File: src/rtl/pmg_pkg.sv
package pmg_pkg;
   localparam int MODE_W   = 3;
   localparam int NUM_FLAG = 3;
   localparam int CFG_W    = 2 * NUM_FLAG + 1;

   localparam logic [MODE_W-1:0] PM_LIGHT = 3'd4;
   localparam logic [MODE_W-1:0] PM_SHUT  = 3'd7;

   localparam int FLG_ACT = 0;
   localparam int FLG_DEEP = 1;
   localparam int FLG_CLK = 2;

   function automatic logic pm_active(input logic [MODE_W-1:0] m);
      return ~m[2];
   endfunction

   function automatic logic pm_core_hi(input logic [MODE_W-1:0] m);
      return m[0];
   endfunction

   function automatic logic pm_reg_sel(input logic [MODE_W-1:0] m);
      return m[1];
   endfunction

   function automatic logic pm_deep_lvl(input logic [MODE_W-1:0] m);
      return m[2] & (m[1] ^ m[0]);
   endfunction

   function automatic logic pm_clk_gated(input logic [MODE_W-1:0] m);
      return m[2] & (m[1] | m[0]);
   endfunction
endpackage

File: src/rtl/pmg_rule_check.sv
module pmg_rule_check
   import pmg_pkg::*;
#(
   parameter int NUM_CLK = 4
) (
   input  logic [MODE_W-1:0]  cur_mode,
   input  logic [MODE_W-1:0]  tgt_mode,
   input  logic [NUM_CLK-1:0] clk_req,
   input  logic               force_entry,
   output logic               accept,
   output logic               ev_act,
   output logic               ev_deep,
   output logic               ev_clk
);
   logic any_clk;
   logic shares;

   assign any_clk = |clk_req;
   assign shares  = (pm_reg_sel(cur_mode) == pm_reg_sel(tgt_mode)) ||
                    (pm_core_hi(cur_mode) == pm_core_hi(tgt_mode));

   always_comb begin
      accept  = 1'b0;
      ev_act  = 1'b0;
      ev_deep = 1'b0;
      ev_clk  = 1'b0;
      if (!pm_active(cur_mode)) begin
         accept = 1'b1;
      end else if (pm_active(tgt_mode)) begin
         accept = shares;
         ev_act = ~shares;
      end else if (tgt_mode == PM_LIGHT) begin
         accept = 1'b1;
      end else if (pm_deep_lvl(tgt_mode) && pm_core_hi(cur_mode)) begin
         ev_deep = 1'b1;
      end else if (pm_clk_gated(tgt_mode) && any_clk && !force_entry) begin
         ev_clk = 1'b1;
      end else begin
         accept = 1'b1;
      end
   end

   always_comb begin
      assert_one_outcome_R3: assert ($countones({accept, ev_act, ev_deep, ev_clk}) == 1);
   end
endmodule

File: src/rtl/pmg_flag_bank.sv
module pmg_flag_bank #(
   parameter int NUM_FLAG = 3
) (
   input  logic                clk,
   input  logic                rst_n,
   input  logic [NUM_FLAG-1:0] set_ev,
   input  logic [NUM_FLAG-1:0] clr_req,
   output logic [NUM_FLAG-1:0] flags
);
   for (genvar i = 0; i < NUM_FLAG; i++) begin : g_flag
      always_ff @(posedge clk or negedge rst_n) begin
         if (!rst_n)          flags[i] <= 1'b0;
         else if (set_ev[i])  flags[i] <= 1'b1;
         else if (clr_req[i]) flags[i] <= 1'b0;
      end

      assert_sticky_R9: assert property (@(posedge clk) disable iff (!rst_n)
         (flags[i] && !clr_req[i]) |=> flags[i]);
      assert_event_wins_R10: assert property (@(posedge clk) disable iff (!rst_n)
         set_ev[i] |=> flags[i]);
      assert_clear_works_R9: assert property (@(posedge clk) disable iff (!rst_n)
         (clr_req[i] && !set_ev[i]) |=> !flags[i]);
   end
endmodule

File: src/rtl/pmg_irq_merge.sv
module pmg_irq_merge #(
   parameter int NUM_FLAG = 3,
   parameter bit IRQ_REG  = 1'b1
) (
   input  logic                clk,
   input  logic                rst_n,
   input  logic [NUM_FLAG-1:0] flags,
   input  logic [NUM_FLAG-1:0] enables,
   output logic                irq
);
   logic raw;
   assign raw = |(flags & enables);

   if (IRQ_REG) begin : g_reg
      always_ff @(posedge clk or negedge rst_n) begin
         if (!rst_n) irq <= 1'b0;
         else        irq <= raw;
      end
      assert_irq_quiet_R11: assert property (@(posedge clk) disable iff (!rst_n)
         !(|(flags & enables)) |=> !irq);
      assert_irq_follows_R11: assert property (@(posedge clk) disable iff (!rst_n)
         (|(flags & enables)) |=> irq);
   end else begin : g_comb
      assign irq = raw;
   end
endmodule

File: src/rtl/pmode_guard.sv
module pmode_guard
   import pmg_pkg::*;
#(
   parameter int NUM_CLK            = 4,
   parameter logic [2:0] RESET_MODE = 3'd0,
   parameter bit IRQ_REG            = 1'b1
) (
   input  logic               clk,
   input  logic               rst_n,
   input  logic               req_valid,
   input  logic [2:0]         req_mode,
   input  logic [NUM_CLK-1:0] clk_req,
   input  logic               cfg_we,
   input  logic [6:0]         cfg_wdata,
   output logic [2:0]         cur_mode,
   output logic [2:0]         err_flags,
   output logic               irq
);
   localparam int FORCE_BIT = NUM_FLAG;
   localparam int CLR_LSB   = NUM_FLAG + 1;

   if (NUM_CLK < 1) begin : g_bad_clk
      $error("pmode_guard: NUM_CLK must be at least 1");
   end
   if (RESET_MODE[2]) begin : g_bad_reset
      $error("pmode_guard: RESET_MODE must be an active mode");
   end
   if (CFG_W != 7) begin : g_bad_cfg
      $error("pmode_guard: configuration width mismatch");
   end

   logic [NUM_FLAG-1:0] en_q;
   logic                force_q;
   logic                accept, ev_act, ev_deep, ev_clk;
   logic [NUM_FLAG-1:0] set_ev, clr_req;

   always_ff @(posedge clk or negedge rst_n) begin
      if (!rst_n) begin
         en_q    <= '0;
         force_q <= 1'b0;
      end else if (cfg_we) begin
         en_q    <= cfg_wdata[NUM_FLAG-1:0];
         force_q <= cfg_wdata[FORCE_BIT];
      end
   end

   pmg_rule_check #(.NUM_CLK(NUM_CLK)) u_rule (
      .cur_mode    (cur_mode),
      .tgt_mode    (req_mode),
      .clk_req     (clk_req),
      .force_entry (force_q),
      .accept      (accept),
      .ev_act      (ev_act),
      .ev_deep     (ev_deep),
      .ev_clk      (ev_clk)
   );

   always_ff @(posedge clk or negedge rst_n) begin
      if (!rst_n)                    cur_mode <= RESET_MODE;
      else if (req_valid && accept)  cur_mode <= req_mode;
   end

   always_comb begin
      set_ev           = '0;
      set_ev[FLG_ACT]  = req_valid & ev_act;
      set_ev[FLG_DEEP] = req_valid & ev_deep;
      set_ev[FLG_CLK]  = req_valid & ev_clk;
      clr_req          = cfg_we ? cfg_wdata[CLR_LSB +: NUM_FLAG] : '0;
   end

   pmg_flag_bank #(.NUM_FLAG(NUM_FLAG)) u_flags (
      .clk     (clk),
      .rst_n   (rst_n),
      .set_ev  (set_ev),
      .clr_req (clr_req),
      .flags   (err_flags)
   );

   pmg_irq_merge #(.NUM_FLAG(NUM_FLAG), .IRQ_REG(IRQ_REG)) u_irq (
      .clk     (clk),
      .rst_n   (rst_n),
      .flags   (err_flags),
      .enables (en_q),
      .irq     (irq)
   );

   // a refused request keeps the mode
   assert_reject_keeps_mode_R3: assert property (@(posedge clk) disable iff (!rst_n)
      (req_valid && !accept) |=> (cur_mode == $past(cur_mode)));
   assert_accept_applies_R2: assert property (@(posedge clk) disable iff (!rst_n)
      (req_valid && accept) |=> (cur_mode == $past(req_mode)));
   assert_shutdown_clk_deny_R6: assert property (@(posedge clk) disable iff (!rst_n)
      (req_valid && !cur_mode[2] && req_mode == PM_SHUT && (|clk_req) && !force_q)
      |=> err_flags[FLG_CLK]);
   assert_light_sleep_ok_R5: assert property (@(posedge clk) disable iff (!rst_n)
      (req_valid && !cur_mode[2] && req_mode == PM_LIGHT) |=> (cur_mode == PM_LIGHT));
   assert_sleep_exit_free_R8: assert property (@(posedge clk) disable iff (!rst_n)
      (req_valid && cur_mode[2]) |=> (cur_mode == $past(req_mode)));
endmodule

File: config.mk
export PLATFORM = sky130hd
export DESIGN_NAME = pmode_guard
export DESIGN_NICKNAME = d
export VERILOG_FILES = /design/src/rtl/pmg_pkg.sv /design/src/rtl/pmg_rule_check.sv /design/src/rtl/pmg_flag_bank.sv /design/src/rtl/pmg_irq_merge.sv /design/src/rtl/pmode_guard.sv
export SDC_FILE = /design/constraint.sdc
export NUM_CORES = 1
export LEC_CHECK = 0
export BUFFER_PORTS_ARGS = -buffer_cell sky130_fd_sc_hd__buf_2
export CAP_MARGIN = 30
export CORE_MARGIN = 2
export CORE_UTILIZATION = 40
export CTS_CLUSTER_SIZE = 14
export DETAILED_ROUTE_END_ITERATION = 16
export GPL_TIMING_DRIVEN = 1
export PLACE_DENSITY_LB_ADDON = 0.05
export SYNTH_ARGS = -nofsm -noshare
export SYNTH_HDL_FRONTEND = slang
export SYNTH_SLANG_ARGS = --single-unit
export TNS_END_PERCENT = 1
File: constraint.sdc
create_clock -name clk -period 2.1 [get_ports clk]
set_input_delay 0.21 -clock clk [delete_from_list [all_inputs] [get_ports clk]]
set_output_delay 0.21 -clock clk [all_outputs]
set_load 0.01 [all_outputs]
==> results by group <==
STA
  • Period utilisation layout: 0.633
  • Min Tclk post-route: ~1.3 ns
  • RSZ-0062 raised after global routing: no
  • Max-slew violation count: 0
  • Final Hold Violating Endpoints: 0
  • Final setup vio count: 0
  • Setup tns final: 0 ns
  • PnR worst setup slack: 0.772 ns
  • Clk_skew: 0.00240 ns
  • Rel. slew slack: 0.808
  • Maximum clock rate: about 750 MHz
  • Least-Margin Pin Slew: around 0.29 ns

Clocking
  • Post_cts resized: 0
  • Worst-path clk slew: about 0.070 ns
  • # H-tree levels: 1
  • Buffer count from post-CTS setup fixing: 0
  • Worst-skew pair later-pin latency: approximately 0.26 ns
  • CTS tree: done
  • Hold_buf cts: 1
  • CTS Sinks: 11
  • Root cell of the clock tree: clkbuf_4
  • TritonCTS buffer count: 3
  • Max Buffers Root-to-Sink: 2

Hold path
  • WHS Path Cells: 2
  • HP Start: cfg_wdata[3]
  • Hold Path End: force_q
  • Worst hold path class: input port to flop

Yosys
  • Synth warn: 0
  • Flops & latches, synth: 11
  • Register area share after synthesis: 0.499
  • Synth area leaders: dfrtp_1 (50%), mux2_2 (8.2%), mux2_1 (4.1%)
  • Syn Nets: 65
  • Area leader, netlist: dfrtp_1
  • Post-Synthesis Cell Area: roughly 550 um^2
  • Post-synth EDFFs: 0
  • Cells after Synth: 46
  • Asr flop ratio synth: 1.00
  • Synth top area share: 0.499
  • Synth Area per Inst: roughly 12 um^2
  • Synth unique cells: 23
  • Top FF cell, synth: dfrtp_1

Worst setup path
  • RR Startpoint: cur_mode[0]
  • WS Path Type: flop to flop
  • Reg2reg end: cur_mode[1]
  • Worst Path Max Fanout: 5
  • Arr. time, crit path: 1.47 ns
  • Reg2Reg Setup Slack: between 0.7 and 0.8 ns
  • Worst EP required: about 2.2 ns
  • Worst Setup End Kind: flop
  • Worst R2R Path Depth: 4
  • Crit path launch type: flop

Power
  • Static leakage: about 0.36 nW
  • Power Density: 735 nW/um^2
  • Max IR drop VDD: 0.390 mV
  • Overall power: ~530 uW

Outcome
  • Status: finished, final reports clean

Placed design
  • IO buf count: 24
  • Place WS: approximately 0.50 ns
  • Hpwl dp: 858 um
  • Dpl cell area: roughly 700 um^2
  • Gpl congestion: about 0.73

Finish
  • Diode count: 0
  • Area growth, synth to finish: 31.1%
  • # fillers: about 120
  • Fin area: about 720 um^2
  • Area of the multi-input gates: roughly 260 um^2
  • Share of layout cells above drive strength 1: 0.500
  • Final #Nets: 94
  • Post-Route Utilization: 0.556
  • Sequential cell area: 275 um^2

Global routing
  • First-pass GRT wire length: roughly 1500 um
  • Vias in the first global route: ~350
  • Largest net degree at the start of global routing: 12
  • Initial antenna violation count: 0
  • GRT overflow: 0
  • Total track usage: 0.146

Floorplan
  • Die height: between 40 and 50 um
  • I/O pin count: 25
  • Die width: ~41 um
  • Die Footprint: about 1700 um^2
  • Core ar.: ~1300 um^2
  • Starting Density: 0.424
  • Row cnt: 13

Drt
  • Initial DRC count: 4
  • Antenna viol nets, final: 0
  • Iteration count of the initial detailed-routing pass: 4
  • Residual DRC: 0
  • Final wirelength: 1010 um
  • WL per Instance: 11.3 um
  • Vias per cell: around 4.8
  • DR vias: about 420

Flow run
  • MaxCap Viol Count: 0
## layer usage
metal	share of wire	GRT usage	up-vias	routed length (um)
met2	0.45	0.199	16	455
met4	0.0079	0.121	0	8
li1	-	-	219	-
met3	0.083	0.0326	2	84
met1	0.46	0.192	187	461
met5	0	0	-	0
## where the power goes
part | leakage [nW] | internal (mW) | switching (mW)
clock | 0.0150 | 0.0734 | 0.0651
sequential | 0.136 | 0.242 | 0.0227
combinational | 0.209 | 0.0672 | 0.0614
total | 0.360 | 0.382 | 0.149
## cell usage after synthesis, drive strengths merged (2+ instances only)
master	n
nand2	6
mux2	6
o21ai	2
nor3	2
inv	4
dfrtp	11
xnor2	2
## placed cells by master, fill, tap and decap left out
master / count
clkbuf_4: 3
nand3_1: 1
nand2_1: 6
nand4b_1: 1
o21ai_2: 1
dfrtp_1: 11
nor3_2: 1
dlygate4sd3_1: 1
ha_1: 1
nor4_4: 1
and2b_2: 1
nand2b_2: 1
nor3_1: 1
a22o_1: 1
mux2_1: 2
nor2b_1: 1
inv_1: 4
a222oi_1: 1
a21oi_1: 1
mux2_2: 4
buf_2: 24
o21ai_0: 1
a32o_1: 1
clkbuf_1: 1
xnor2_1: 2
o311ai_2: 1
## final cells by class
cell class	instances	share of cell area
tap	15	0.0260
clock buffer	4	0.0363
multi-input combinational	30	0.356
sequential	11	0.381
inverter	4	0.0208
timing repair buffer	25	0.180
## worst max-delay path by stage
stage	startpoint	endpoint	slack (ns)	cells past startpoint
after CTS	cur_mode[0]	cur_mode[0]	0.76	4
after global routing	cur_mode[0]	cur_mode[0]	0.67	4
after floorplan	req_mode[0]	cur_mode[0]	0.70	6
final	cur_mode[0]	cur_mode[1]	0.77	4
after detailed placement	req_mode[0]	cur_mode[0]	0.50	7
after global placement	req_mode[0]	cur_mode[0]	0.52	7
## registers in the layout, indices dropped and copies added (netlist names)
| signal | cells |
|---|---|
| u_irq.irq | 1 |
| force_q | 1 |
| cur_mode | 3 |
| u_flags.flags | 3 |
| en_q | 3 |
## kinds of logic after synthesis
| family | after synthesis | synth area share |
|---|---|---|
| muxes | 6 | 0.122 |
| AOI/OAI and AO/OA | 7 | 0.116 |
| xor gates and xnor gates | 2 | 0.0318 |
| and+or+nand+nor | 14 | 0.175 |
| buffers and inverters | 5 | 0.0340 |
| adders and majority gates | 1 | 0.0227 |
| DFF | 11 | 0.499 |
## stage by stage
stage / std cells / hold WS, ns
5_1_grt: 89 / 0.180
3_5_place_dp: 84 / 0.0900
4_1_cts: 89 / 0.171
3_3_place_gp: 84 / 0.0909
2_1_floorplan: 46 / -0.0856
6_report: 89 / 0.180
## critical path, cell delays in order, from the launching register on
cell,delay (ns)
dfrtp_1,0.43
xnor2_1,0.15
nor3_2,0.22
o21ai_2,0.11
mux2_1,0.31
Power figures use the tool's default switching activity.
